==> config.mk <==
export PLATFORM = sky130hd
export DESIGN_NAME = tmr_cascade_dual
export DESIGN_NICKNAME = d
export VERILOG_FILES = /design/src/rtl/tmr_cascade_pkg.sv /design/src/rtl/tmr_match_det.sv /design/src/rtl/tmr_chan.sv /design/src/rtl/tmr_cascade_dual.sv
export SDC_FILE = /design/constraint.sdc
export NUM_CORES = 1
export LEC_CHECK = 0
export CORE_MARGIN = 8
export CORE_UTILIZATION = 55
export CTS_CLUSTER_DIAMETER = 80
export DETAILED_ROUTE_END_ITERATION = 12
export GPL_TIMING_DRIVEN = 0
export MAX_ROUTING_LAYER = met4
export PLACE_DENSITY = 0.8
export SETUP_SLACK_MARGIN = 0.2
export SYNTH_ARGS = -nofsm -noshare
export SYNTH_HDL_FRONTEND = slang
export SYNTH_SLANG_ARGS = --single-unit
==> constraint.sdc <==
create_clock -name clk_i -period 3.65 [get_ports clk_i]
set_clock_uncertainty 0.1 [all_clocks]
set_input_delay 0.73 -clock clk_i [delete_from_list [all_inputs] [get_ports clk_i]]
set_output_delay 0.73 -clock clk_i [all_outputs]
set_load 0.02 [all_outputs]
==> src/rtl/tmr_cascade_pkg.sv <==
package tmr_cascade_pkg;

  localparam int unsigned CTL_W = 5;

  localparam logic [2:0] CKS_STOP  = 3'b000;
  localparam logic [2:0] CKS_CHAIN = 3'b100;

  localparam logic [1:0] CLR_NONE  = 2'b00;
  localparam logic [1:0] CLR_MATCH = 2'b01;
  localparam logic [1:0] CLR_EXT   = 2'b10;

  // register bases; channel index is added
  localparam int unsigned A_CTL = 0;
  localparam int unsigned A_CMP = 2;
  localparam int unsigned A_CNT = 4;
  localparam int unsigned A_STS = 6;

  typedef struct packed {
    logic [1:0] clr_sel;
    logic [2:0] clk_sel;
  } tmr_ctl_t;

  function automatic logic uses_tick(logic [2:0] sel);
    return (sel != CKS_STOP) && (sel != CKS_CHAIN);
  endfunction

endpackage

==> src/rtl/tmr_match_det.sv <==
module tmr_match_det #(
  parameter int unsigned W = 8
) (
  input  logic         clk_i,
  input  logic         rst_ni,
  input  logic [W-1:0] a_i,
  input  logic [W-1:0] b_i,
  output logic         hit_o
);
  logic eq, eq_q;

  assign eq    = (a_i == b_i);
  assign hit_o = eq & ~eq_q;  // first cycle of equality only

  always_ff @(posedge clk_i or negedge rst_ni) begin
    if (!rst_ni) eq_q <= 1'b0;
    else         eq_q <= eq;
  end
endmodule

==> src/rtl/tmr_chan.sv <==
module tmr_chan #(
  parameter int unsigned W = 8
) (
  input  logic         clk_i,
  input  logic         rst_ni,
  input  logic         inc_i,
  input  logic         clr_i,
  input  logic         cnt_we_i,
  input  logic         cmp_we_i,
  input  logic         sts_we_i,
  input  logic [W-1:0] wdata_i,
  input  logic         cmf_set_i,
  output logic [W-1:0] cnt_o,
  output logic [W-1:0] cmp_o,
  output logic         cmf_o,
  output logic         ovf_o,
  output logic         roll_o
);
  logic [W-1:0] cnt_q, cmp_q;
  logic         cmf_q, ovf_q;

  assign roll_o = inc_i & ~clr_i & ~cnt_we_i & (cnt_q == '1);

  always_ff @(posedge clk_i or negedge rst_ni) begin
    if (!rst_ni) begin
      cnt_q <= '0;
      cmp_q <= '1;
      cmf_q <= 1'b0;
      ovf_q <= 1'b0;
    end else begin
      if (clr_i)         cnt_q <= '0;
      else if (cnt_we_i) cnt_q <= wdata_i;
      else if (inc_i)    cnt_q <= cnt_q + 1'b1;

      if (cmp_we_i) cmp_q <= wdata_i;

      if (cmf_set_i)                  cmf_q <= 1'b1;
      else if (sts_we_i & ~wdata_i[1]) cmf_q <= 1'b0;

      if (roll_o)                     ovf_q <= 1'b1;
      else if (sts_we_i & ~wdata_i[0]) ovf_q <= 1'b0;
    end
  end

  assign cnt_o = cnt_q;
  assign cmp_o = cmp_q;
  assign cmf_o = cmf_q;
  assign ovf_o = ovf_q;
endmodule

==> src/rtl/tmr_cascade_dual.sv <==
module tmr_cascade_dual
  import tmr_cascade_pkg::*;
#(
  parameter int unsigned W  = 8,
  parameter int unsigned AW = 3
) (
  input  logic          clk_i,
  input  logic          rst_ni,
  input  logic          we_i,
  input  logic [AW-1:0] addr_i,
  input  logic [W-1:0]  wdata_i,
  output logic [W-1:0]  rdata_o,
  input  logic          tick_i,
  input  logic          ext_clr_i,
  output logic [W-1:0]  cnt0_o,
  output logic [W-1:0]  cnt1_o,
  output logic [1:0]    cmf_o,
  output logic [1:0]    ovf_o
);
  localparam int unsigned NCH = 2;

  tmr_ctl_t [NCH-1:0]        ctl_q;
  logic [NCH-1:0][W-1:0]     cnt_w, cmp_w;
  logic [NCH-1:0]            inc, clr, roll, cmf_set;
  logic [NCH-1:0]            cnt_we, cmp_we, sts_we;
  logic                      mode16, evmode, carry_q;
  logic                      hit0, hit1, hit16, mev0, clr0;

  assign mode16 = (ctl_q[0].clk_sel == CKS_CHAIN);
  assign evmode = ~mode16 & (ctl_q[1].clk_sel == CKS_CHAIN);

  tmr_match_det #(.W(W)) u_hit0 (
    .clk_i(clk_i), .rst_ni(rst_ni), .a_i(cnt_w[0]), .b_i(cmp_w[0]), .hit_o(hit0));
  tmr_match_det #(.W(W)) u_hit1 (
    .clk_i(clk_i), .rst_ni(rst_ni), .a_i(cnt_w[1]), .b_i(cmp_w[1]), .hit_o(hit1));
  tmr_match_det #(.W(2*W)) u_hit16 (
    .clk_i(clk_i), .rst_ni(rst_ni),
    .a_i({cnt_w[0], cnt_w[1]}), .b_i({cmp_w[0], cmp_w[1]}), .hit_o(hit16));

  assign mev0 = mode16 ? hit16 : hit0;

  always_comb begin
    unique case (ctl_q[0].clr_sel)
      CLR_MATCH: clr0 = mev0;
      CLR_EXT:   clr0 = ext_clr_i;
      default:   clr0 = 1'b0;
    endcase
    clr[0] = clr0;
    // in 16-bit mode the lower byte follows channel 0's clear only
    clr[1] = mode16 ? clr0 : ((ctl_q[1].clr_sel == CLR_MATCH) & hit1);

    inc[0] = mode16 ? carry_q : (uses_tick(ctl_q[0].clk_sel) & tick_i);
    if (evmode) inc[1] = mev0;
    else        inc[1] = uses_tick(ctl_q[1].clk_sel) & tick_i;

    cmf_set[0] = mev0;
    cmf_set[1] = hit1;
  end

  always_ff @(posedge clk_i or negedge rst_ni) begin
    if (!rst_ni) carry_q <= 1'b0;
    else         carry_q <= mode16 & roll[1];
  end

  always_ff @(posedge clk_i or negedge rst_ni) begin
    if (!rst_ni) begin
      ctl_q <= '0;
    end else begin
      for (int c = 0; c < NCH; c++) begin
        if (we_i && (int'(addr_i) == A_CTL + c)) ctl_q[c] <= wdata_i[CTL_W-1:0];
      end
    end
  end

  for (genvar c = 0; c < NCH; c++) begin : g_ch
    assign cnt_we[c] = we_i & (int'(addr_i) == A_CNT + c);
    assign cmp_we[c] = we_i & (int'(addr_i) == A_CMP + c);
    assign sts_we[c] = we_i & (int'(addr_i) == A_STS + c);

    tmr_chan #(.W(W)) u_chan (
      .clk_i    (clk_i),
      .rst_ni   (rst_ni),
      .inc_i    (inc[c]),
      .clr_i    (clr[c]),
      .cnt_we_i (cnt_we[c]),
      .cmp_we_i (cmp_we[c]),
      .sts_we_i (sts_we[c]),
      .wdata_i  (wdata_i),
      .cmf_set_i(cmf_set[c]),
      .cnt_o    (cnt_w[c]),
      .cmp_o    (cmp_w[c]),
      .cmf_o    (cmf_o[c]),
      .ovf_o    (ovf_o[c]),
      .roll_o   (roll[c])
    );
  end

  always_comb begin
    rdata_o = '0;
    for (int c = 0; c < NCH; c++) begin
      if (int'(addr_i) == A_CTL + c) rdata_o = W'(ctl_q[c]);
      if (int'(addr_i) == A_CMP + c) rdata_o = cmp_w[c];
      if (int'(addr_i) == A_CNT + c) rdata_o = cnt_w[c];
      if (int'(addr_i) == A_STS + c) rdata_o = W'({cmf_o[c], ovf_o[c]});
    end
  end

  assign cnt0_o = cnt_w[0];
  assign cnt1_o = cnt_w[1];
endmodule

### After elaboration in Yosys (flattened, before gate mapping)

Index checks and enable logic that the tools add are counted.

| storage, ports and cells | value |
|---|---|
| bits in registers | 50 |
| word-level logic and storage cells | 111 |
| input port bits | 16 |

| operators by class | value |
|---|---|
| add/subtract/negate cells | 2 |
| eq/ne operators | 19 |
| mux-type cells | 27 |
| reduce and logical (&&, ||, !) cells | 13 |
| bitwise operators | 34 |

Operators by type and width:

| kind | count |
|---|---|
| two-way mux 8 bit | 13 |
| AND 1 bit | 24 |
| == test 3 bit, second input constant | 6 |
| adder 8 x 1 -> 8 bit, second input constant | 2 |
| == test 16 bit | 1 |
| == test 8 bit | 2 |
| == test 8 bit, second input constant | 2 |
| two-way mux 1 bit | 12 |
| nonzero test 3 bit | 4 |
| NOT 1 bit | 10 |
| nonzero test 2 bit | 4 |
| == test 3 x 2 -> 1 bit, second input constant | 2 |
| != test 3 bit, second input constant | 2 |
| two-way mux 5 bit | 1 |
| == test 2 x 1 -> 1 bit, second input constant | 2 |
| logical AND 1 bit | 4 |
| == test 3 x 1 -> 1 bit, second input constant | 1 |
| logical NOT 3 bit | 1 |
| == test 2 bit, second input constant | 1 |
| case mux 1 bit (2 select lines) | 1 |

### Logic depth before layout (Yosys ltp)

Gate-level depths: netlist (run 1).

| depth | value |
|---|---|
| word-level depth | 10 |
| mapped depth | 8 |
| mapped depth without buffers | 7 |

### Modules after synthesis

Synthesis (run 1) repeated with hierarchy kept, for this count alone.

| unflattened totals | value |
|---|---|
| cells, all modules | 308 |
| area total of the unflattened synthesis | 3,219.3 sq um |

By module, submodules not included:

| module | cells each | area an instance (sq um) | instances |
|---|---|---|---|
| tmr_cascade_dual | 107 | 1,037.2 | 1 |
| tmr_chan at g_ch[1].u_chan | 76 | 880.8 | 1 |
| tmr_chan at g_ch[0].u_chan | 76 | 849.6 | 1 |
| tmr_match_det at u_hit0 ... | 13 | 121.4 | 2 |
| tmr_match_det at u_hit16 | 23 | 209.0 | 1 |

### Worst setup path before layout (run 1)

OpenSTA, ideal clock, no wires.

| timing path | value |
|---|---|
| path kind | input -> output |
| start point | in addr_i[2] |
| end point | out rdata_o[4] |
| arrival time | 1.912 ns |
| stages | 6 |
| path buffers | 2 |
| path slack | 0.908 ns |
| required time | 2.820 ns |
| cell sequence | buf_2 buf_1 mux2i_1 o21ai_0 o21ai_0 a21oi_1 |

| on the way | value |
|---|---|
| longest elaborated chain between the ends | 9 |

RTL lines:

| item | RTL line | RTL |
|---|---|---|
| start: declaration | tmr_cascade_dual.sv:10 | `input logic [AW-1:0] addr_i,` |
| logical NOT 3 bit | tmr_cascade_dual.sv:101 | `if (int'(addr_i) == A_CTL + c) rdata_o = W'(ctl_q[c]);` |
| two-way mux 5 bit | tmr_cascade_dual.sv:101 |  |
| two-way mux 8 bit | tmr_cascade_dual.sv:102 | `if (int'(addr_i) == A_CMP + c) rdata_o = cmp_w[c];` |
| two-way mux 8 bit | tmr_cascade_dual.sv:103 | `if (int'(addr_i) == A_CNT + c) rdata_o = cnt_w[c];` |
| two-way mux 8 bit | tmr_cascade_dual.sv:104 | `if (int'(addr_i) == A_STS + c) rdata_o = W'({cmf_o[c], ovf_o[c]});` |
| two-way mux 8 bit | tmr_cascade_dual.sv:101 |  |
| two-way mux 8 bit | tmr_cascade_dual.sv:102 |  |
| two-way mux 8 bit | tmr_cascade_dual.sv:103 |  |
| two-way mux 8 bit * | tmr_cascade_dual.sv:104 |  |
| end: declaration | tmr_cascade_dual.sv:12 | `output logic [W-1:0] rdata_o,` |

Mark *: on every way between the ends. The rest lies on a longest branch, timed or not.

### Worst setup path in the final report (run 1)

| timing path | value |
|---|---|
| start point | in addr_i[2] |
| end point | out rdata_o[0] |

Same word-level chain as after synthesis.

==> results of run 1 <==
[cells in the mapped netlist (all sizes together) (7+ instances only)]
master,number,area (um^2)
dfrtp,34,851
xor2,19,166
a211oi,11,92.6
nor2,27,101
nand2b,7,43.8
mux2,26,293
dfstp,16,420
nand2,24,90.1
o21ai,21,109
a21oi,7,35.0
buf,13,87.6
xnor2,7,61.3
[stage by stage]
| step | setup TNS, ns | total power, mW | std cells |
|---|---|---|---|
| floorplan | 0 | 1.54 | 308 |
| global placement | -1.77 | 1.90 | 423 |
| detailed placement | -2.07 | 1.93 | 424 |
| CTS | 0 | 2.29 | 432 |
| global route | 0 | 2.43 | 434 |
| finish | 0 | 2.30 | 434 |
[final timing paths]
check	startpoint	endpoint	depth (start not counted)
setup / recovery	addr_i[2]	rdata_o[0]	5
hold / removal	rst_ni	g_ch[1].u_chan.cnt_o[2]$_DFFE_PN0P_	1
setup reg to reg	g_ch[0].u_chan.cmp_o[7]$_DFFE_PN1P_	g_ch[0].u_chan.cnt_o[2]$_DFFE_PN0P_	7
hold reg to reg	u_hit1.eq_q$_DFF_PN0_	g_ch[1].u_chan.cmf_o$_DFFE_PN0P_	1
max in group asynchronous	rst_ni	g_ch[0].u_chan.cmp_o[5]$_DFFE_PN1P_	2
min in group clk_i	u_hit1.eq_q$_DFF_PN0_	g_ch[1].u_chan.cmf_o$_DFFE_PN0P_	1
[where the power goes]
| part | internal, mW | switching [mW] | total (mW) |
|---|---|---|---|
| registers | 0.728 | 0.214 | 0.942 |
| clock network | 0.192 | 0.188 | 0.380 |
| logic | 0.486 | 0.489 | 0.975 |
| total | 1.41 | 0.892 | 2.30 |
[layer usage]
layer  track usage [%]  up-vias  wire length [um]
li1                  -     1229                 -
met1              25.6     1322              3480
met2              34.0      136              4210
met3              4.44       29               624
met4              7.50        0               240
met5                 -        -                 0
[cell type report]
type | instances | share of cell area [%]
Multi-Input combinational cell | 234 | 45.6
Sequential cell | 50 | 33.4
Timing Repair Buffer | 46 | 11.8
Buffer | 19 | 3.39
Clock buffer | 8 | 2.90
Tap cell | 72 | 2.37
Inverter | 5 | 0.527
[layout by cell type, fill, tap and decap left out, drive strengths merged, types with 15 or more instances in the layout]
cell type	synthesis	final
buf	13	17
clkbuf	6	15
clkdlybuf4s50	0	33
dfrtp	34	34
dfstp	16	16
mux2	26	26
nand2	24	24
nor2	27	27
o21ai	21	21
xor2	19	19
[flip-flops by register name, indices dropped and copies added (netlist names)]
| register | cells |
|---|---|
| g_ch.u_chan.cmp_o | 16 |
| carry_q | 1 |
| g_ch.u_chan.cnt_o | 16 |
| u_hit1.eq_q | 1 |
| u_hit0.eq_q | 1 |
| u_hit16.eq_q | 1 |
| g_ch.u_chan.ovf_o | 2 |
| g_ch.u_chan.cmf_o | 2 |
| ctl_q | 10 |
[worst max-delay path, cell delays in order]
cell	delay (ns)
clkdlybuf4s50_1	0.57
buf_6	0.16
mux4_2	0.50
mux2_2	0.29
dlygate4sd2_1	0.32
[cells by family (layout without fill, tap and decap cells)]
family,Yosys count,in the layout
buffers and inverters,24,78
AO/OA/AOI/OAI,70,70
adder cells (fa/ha/maj),4,4
XOR/XNOR,26,26
flip-flops,50,50
multiplexers,34,34
AND/OR/NAND/NOR,100,100
[repair_timing]
item                       4_1_cts  5_1_grt
setup endpoints to repair        8        6
gates resized for setup         16        9
setup buffers                    0        1
hold buffers                     0        0
gates cloned                     0        1
==> flow_summary.json, run 1 <==
{
  "synth.avg_cell_area_um2": 10.2,
  "dr_total_vias": 2716,
  "cp-end-kind": "output pin",
  "n_antenna_cell": 0,
  "final_area_mm2": 0.00380,
  "drt-total-wl_um": 8560,
  "yosysWarnings": 0,
  "cts_sinks": 50,
  "setup_violations": 0,
  "die_y_um": 91.4,
  "synth_mux_area_share_pct": 12.7,
  "crit_arrival_ns": 2.58,
  "drive_gt1_share_pct": 24.3,
  "worstPathMaxFanout": 5,
  "initial_utilization_pct": 56.8,
  "cts_buffers": 5,
  "syn_to_final_growth_pct": 21.6,
  "grt_util_all_layers_pct": 21.2,
  "wl_per_cell_um": 19.7,
  "drt-initial-drc-count": 246,
  "synth_top_family_by_area": "simple AND/OR/NAND/NOR gates",
  "tightest_slew_ns": 0.747,
  "pre_cts_ws_ns": -0.384,
  "port_buffers": 43,
  "io-pin-count": 44,
  "drc": 0,
  "gr-total-overflow": 0,
  "dp_hpwl_um": 6270,
  "synth_fa_ha_area_share_pct": 1.60,
  "fill_cells": 444,
  "p_per_area_mw_per_mm2": 604,
  "crit_type": "input pin to output pin",
  "ys_seq_area_share_pct": 40.7,
  "hold_class": "input pin to async pin",
  "ff_latch_area_mm2": 0.00127,
  "synth_edf_count": 0,
  "fmax_ghz": 0.293,
  "drtAntennaViolNets": 0,
  "syn_inst": 308,
  "die_w_um": 91.4,
  "p_leak_nw": 1.61,
  "postSynthNetCount": 328,
  "syn_area_mm2": 0.00313,
  "ir_worst_vdd_mv": 0.430,
  "rows": 27,
  "ys_async_sr_fraction_pct": 100,
  "grt_max_degree": 36,
  "placed_cell_area_mm2": 0.00366,
  "run_status": "finished clean",
  "synth-main-ff-cell": "dfrtp_1",
  "vias_per_cell": 6.26,
  "r2r_slack_ns": 1.23,
  "synthXorXnorAreaFrac_pct": 7.28,
  "post-route-period-util_pct": 93.4,
  "cts_max_level": 2,
  "tritoncts": "done",
  "die-area_mm2": 0.00835,
  "max-cap-violations": 0,
  "dr.pass1.iters": 6,
  "gp_congestion": 0.893,
  "cts_root_buf": "clkbuf_8",
  "whs_ns": 0.235,
  "cts.clk_slew.worst_paths_ns": 0.09,
  "grt_first_pass_wirelength_um": 14000,
  "cp.required_ns": 2.82,
  "relSlewSlack_pct": 50.0,
  "core-area_mm2": 0.00551,
  "rsz0062_at_grt": "no",
  "synth_compound_area_share_pct": 16.0,
  "synth-seq-cells": 50,
  "multi_input_area_mm2": 0.00173,
  "nets": 381,
  "cts_buffer_depth": 2,
  "final_util_pct": 69.0,
  "grt_pass1_vias": 2709,
  "synthSimpleGateAreaFrac_pct": 17.6,
  "period_needed_ns": 3.41,
  "antenna_found_initial": 0,
  "synth.distinct_cells": 56,
  "start_kind": "input pin",
  "fin_ws_ns": 0.239,
  "hold_viol_final": 0,
  "final-max-slew-violation-count": 0,
  "clk_latency_ns": 0.31
}
Power figures use the tool's default switching activity.
==> run 2: changes to the inputs <==
Settings changed: SYNTH_HIERARCHICAL set to 1.
==> flow_summary.json, run 2 <==
{
  "run_status": "finished clean",
  "reg2reg_depth": 11,
  "setup_violations": 0,
  "syn_to_final_growth_pct": 19.2,
  "cts_buffer_depth": 2,
  "post_cts_buffers": 0,
  "setup_tns_ns": 0,
  "syn_area_mm2": 0.00321,
  "drt-total-wl_um": 8290,
  "postSynthNetCount": 327,
  "vias_per_cell": 5.84,
  "whs_ns": 0.297,
  "multi_input_area_mm2": 0.00183,
  "grt_first_pass_wirelength_um": 13700,
  "wl_per_cell_um": 19.2,
  "drt-initial-drc-count": 97,
  "layout_common_cells": "mux2_2 (38), clkdlybuf4s50_1 (38), dfrtp_1 (34)",
  "fill_cells": 473,
  "dp_hpwl_um": 6220,
  "p_leak_nw": 1.49,
  "drive_gt1_share_pct": 23.2,
  "hold_class": "input pin to async pin",
  "core-area_mm2": 0.00578,
  "cts_buffers": 5,
  "nets": 376,
  "yosysWarnings": 6,
  "drtAntennaViolNets": 0,
  "fmax_ghz": 0.295,
  "max-cap-violations": 0,
  "rows": 28,
  "cp.required_ns": 2.82,
  "die_w_um": 92.4,
  "clk_latency_ns": 0.30,
  "synth.avg_cell_area_um2": 10.5,
  "start_kind": "input pin",
  "crit_arrival_ns": 2.56,
  "rsz0062_at_grt": "no",
  "pre_cts_ws_ns": 0.206,
  "final-max-slew-violation-count": 0,
  "ff_latch_area_mm2": 0.00127,
  "cp-end-kind": "output pin",
  "die-area_mm2": 0.00854,
  "cts_sinks": 50,
  "syn_inst": 307,
  "antenna_found_initial": 0,
  "period_needed_ns": 3.39,
  "gr-total-overflow": 0,
  "gp_congestion": 0.926,
  "finalPower_mw": 2.63,
  "r2r-end": "g_ch[1].u_chan/ovf_o$_DFFE_PN0P_",
  "drc": 0,
  "cts_root_buf": "clkbuf_8",
  "final_util_pct": 66.2,
  "relSlewSlack_pct": 39.1,
  "io-pin-count": 44,
  "die_y_um": 92.4,
  "tritoncts": "done",
  "worstPathMaxFanout": 10,
  "grt_pass1_vias": 2692,
  "hold_viol_final": 0,
  "r2r_start": "g_ch[1].u_chan/cnt_o[2]$_DFFE_PN0P_",
  "port_buffers": 41,
  "crit_type": "input pin to output pin",
  "dr.pass1.iters": 5,
  "n_antenna_cell": 0,
  "grt_max_degree": 30,
  "grt_util_all_layers_pct": 20.4,
  "tightest_slew_ns": 0.906,
  "cts_max_level": 2,
  "cts.clk_slew.worst_paths_ns": 0.09,
  "p_per_area_mw_per_mm2": 687,
  "fin_ws_ns": 0.264,
  "post-route-period-util_pct": 92.8,
  "r2r_slack_ns": 0.69,
  "ir_worst_vdd_mv": 0.412,
  "initial_utilization_pct": 55.6,
  "dr_total_vias": 2525
}
==> run 2: power by group <==
group	switching, mW	total, mW	internal, mW
registers	0.362	1.11	0.751
clock network	0.178	0.331	0.153
logic	0.529	1.18	0.655
total	1.07	2.63	1.56
==> run 2: layout make-up <==
class | count | area share, %
inverters | 8 | 0.784
multi-input cells | 237 | 47.9
clock inverters | 1 | 0.131
plain buffers | 12 | 2.03
clock buffers | 7 | 2.25
well taps | 75 | 2.45
flip-flops and latches | 50 | 33.2
repair buffers | 42 | 11.2
==> run 2: through the flow <==
step	cell area [um^2]	instances
after floorplan	3210	307
after global placement	3720	423
after detailed placement	3730	424
after CTS	3820	432
after global routing	3830	432
final	3830	432
==> run 2: worst max-delay path, cell delays in order <==
cell	delay (ns)
clkdlybuf4s50_1	0.60
buf_2	0.26
a221oi_1	0.08
a31oi_1	0.23
clkdlybuf4s50_1	0.65
==> run 2: how the worst max path moves through the flow <==
| stage | start | endpoint | slack [ns] | cells past startpoint |
|---|---|---|---|---|
| floorplan | addr_i[2] | rdata_o[3] | 1.16 | 5 |
| finish | addr_i[0] | rdata_o[3] | 0.26 | 5 |
| global route | addr_i[0] | rdata_o[3] | 0.20 | 5 |
| global placement | addr_i[0] | rdata_o[0] | 0.21 | 6 |
| detailed placement | addr_i[0] | rdata_o[0] | 0.21 | 6 |
| CTS | addr_i[0] | rdata_o[0] | 0.20 | 6 |
==> run 2: repair_timing <==
item / in CTS / in global routing
hold buffers: 0 / 0
resized for setup: 0 / 2
setup endpoints to repair: 0 / 2
hold endpoints to repair: 0 / 0
==> run 2: layer usage <==
| metal | track usage (%) | part of all wire, % |
|---|---|---|
| met4 | 4.16 | 1.1 |
| met3 | 4.21 | 5.3 |
| met5 | - | 0 |
| met1 | 26.0 | 44 |
| met2 | 32.7 | 49 |
==> run 3: changes to the inputs <==
Settings changed: CORE_UTILIZATION 55 to 44, PLACE_DENSITY 0.8 to 0.66.
==> flow_summary.json, run 3 (synthesis gave the netlist of run 2 again) <==
{
  "cp_common_cell": "clkdlybuf4s50_1",
  "netSwitchingFraction_pct": 41.0,
  "cts.clk_slew.worst_paths_ns": 0.09,
  "die_w_um": 101,
  "final_common_cell": "mux2_2",
  "period_needed_ns": 3.39,
  "cts_max_level": 2,
  "crit_chain": "clkdlybuf4s50_1 -> buf_2 -> a221oi_1 -> a31oi_1 -> clkdlybuf4s50_1",
  "p_leak_nw": 1.50,
  "dr_total_vias": 2574,
  "finalPower_mw": 2.62,
  "setup_violations": 0,
  "io-pin-count": 44,
  "worstPathMaxFanout": 10,
  "p_clk_share_pct": 12.0,
  "antenna_found_initial": 0,
  "crit_arrival_ns": 2.56,
  "tritoncts": "done",
  "reg2reg_depth": 11,
  "final-max-slew-violation-count": 0,
  "vias_per_cell": 5.64,
  "syn_to_final_growth_pct": 19.8,
  "gr-total-overflow": 0,
  "nets": 376,
  "p_comb_share_pct": 45.4,
  "r2r_slack_ns": 0.67,
  "crit_type": "input pin to output pin",
  "post_cts_buffers": 0,
  "start_kind": "input pin",
  "p_int_mw": 1.54,
  "drive_gt1_share_pct": 22.7,
  "dp_hpwl_um": 6440,
  "hold_class": "input pin to async pin",
  "layout_common_cells": "mux2_2 (38), clkdlybuf4s50_1 (37), dfrtp_1 (34)",
  "grt_util_all_layers_pct": 17.9,
  "fin_cells": 456,
  "cts_buffers": 5,
  "cts_buffer_depth": 2,
  "multi_input_area_mm2": 0.00183,
  "seqPwrFrac_pct": 42.6,
  "fill_cells": 649,
  "cp.depth": 5,
  "relSlewSlack_pct": 36.3,
  "r2r-end": "g_ch[1].u_chan/ovf_o$_DFFE_PN0P_",
  "crit_path_max_incr_delay_ns": 0.66,
  "core-area_mm2": 0.00718,
  "cts_sinks": 50,
  "dr.pass1.iters": 4,
  "grt_max_degree": 29,
  "grt_first_pass_wirelength_um": 13800,
  "critPathSlowestCell": "clkdlybuf4s50_1",
  "drtAntennaViolNets": 0,
  "initial_utilization_pct": 44.8,
  "drc": 0,
  "die-area_mm2": 0.0103,
  "rows": 31,
  "n_antenna_cell": 0,
  "max-cap-violations": 0,
  "run_status": "finished clean",
  "final_util_pct": 53.7,
  "clk_latency_ns": 0.30,
  "grt_pass1_vias": 2557,
  "dp_cells": 448,
  "post-route-period-util_pct": 92.8,
  "cp-end-kind": "output pin",
  "gp_congestion": 0.888,
  "cp.required_ns": 2.82,
  "crit_path_start": "addr_i[0]",
  "p_switching_mw": 1.07,
  "hold_viol_final": 0,
  "ff_latch_area_mm2": 0.00127,
  "wl_per_cell_um": 19.0,
  "rsz0062_at_grt": "yes",
  "tightest_slew_ns": 0.947,
  "fmax_ghz": 0.295,
  "cts_root_buf": "clkbuf_8",
  "endpoint": "rdata_o[4]",
  "port_buffers": 41,
  "cp.buffers_inverters": 3,
  "p_per_area_mw_per_mm2": 679,
  "whs_ns": 0.314,
  "ir_worst_vdd_mv": 0.357,
  "die_y_um": 101,
  "setup_tns_ns": 0,
  "drt-total-wl_um": 8650,
  "drt-initial-drc-count": 146,
  "cpLargestDelayFamily": "buffers and inverters",
  "r2r_start": "g_ch[0].u_chan/cnt_o[2]$_DFFE_PN0P_"
}
[run 3: cell types whose count changed in the layout (fill, tap and decap cells not counted), sizes merged]
cell	before	now
dlymetal6s2s	2	3
clkdlybuf4s50	38	37
clkinv	2	1
clkbuf	11	12
[run 3: per-stage QoR]
| step | worst slack, ns | cell area (um^2) |
|---|---|---|
| after detailed placement | 0.210 | 3760 |
| after floorplan | 1.16 | 3210 |
| final | 0.261 | 3850 |
| after CTS | 0.207 | 3840 |
| after global routing | 0.175 | 3850 |
| after global placement | 0.209 | 3750 |
[run 3: power by group through the flow]
stage | clock network (mW) | logic, mW | registers (mW)
final | 0.313 | 1.19 | 1.11
after global routing | 0.347 | 1.28 | 1.15
after CTS | 0.324 | 1.19 | 1.11
after detailed placement | 0 | 1.19 | 1.12
after global placement | 0 | 1.17 | 1.12
after floorplan | 0 | 0.670 | 1.14
[run 3: worst min-delay path by stage]
stage                                     endpoint  slack, ns
2_1_floorplan                    carry_q$_DFF_PN0_       0.33
4_1_cts                       ctl_q[6]$_DFFE_PN0P_       0.33
3_3_place_gp      g_ch[1].u_chan/cmf_o$_DFFE_PN0P_       0.42
6_report       g_ch[0].u_chan/cnt_o[2]$_DFFE_PN0P_       0.31
5_1_grt        g_ch[0].u_chan/cnt_o[2]$_DFFE_PN0P_       0.36
3_5_place_dp      g_ch[1].u_chan/ovf_o$_DFFE_PN0P_       0.43
[run 3: cell type report]
cell class / count / area share (%)
multi-input cells: 237 / 47.6
plain buffers: 12 / 2.01
repair buffers: 42 / 11.2
well taps: 99 / 3.22
clock buffers: 8 / 2.08
inverters: 8 / 0.780
flip-flops and latches: 50 / 33.0
[run 3: layer usage]
| metal | vias up | track usage (%) | routed length (um) |
|---|---|---|---|
| li1 | 1220 | - | - |
| met1 | 1289 | 23.3 | 4000 |
| met2 | 52 | 28.1 | 4160 |
| met3 | 13 | 2.13 | 285 |
| met4 | 0 | 6.41 | 197 |
| met5 | - | - | 0 |
[run 3: timing repair]
item,in CTS,in global routing
hold buffers,0,0
resized for setup,0,3
endpoints found under the setup margin,0,4
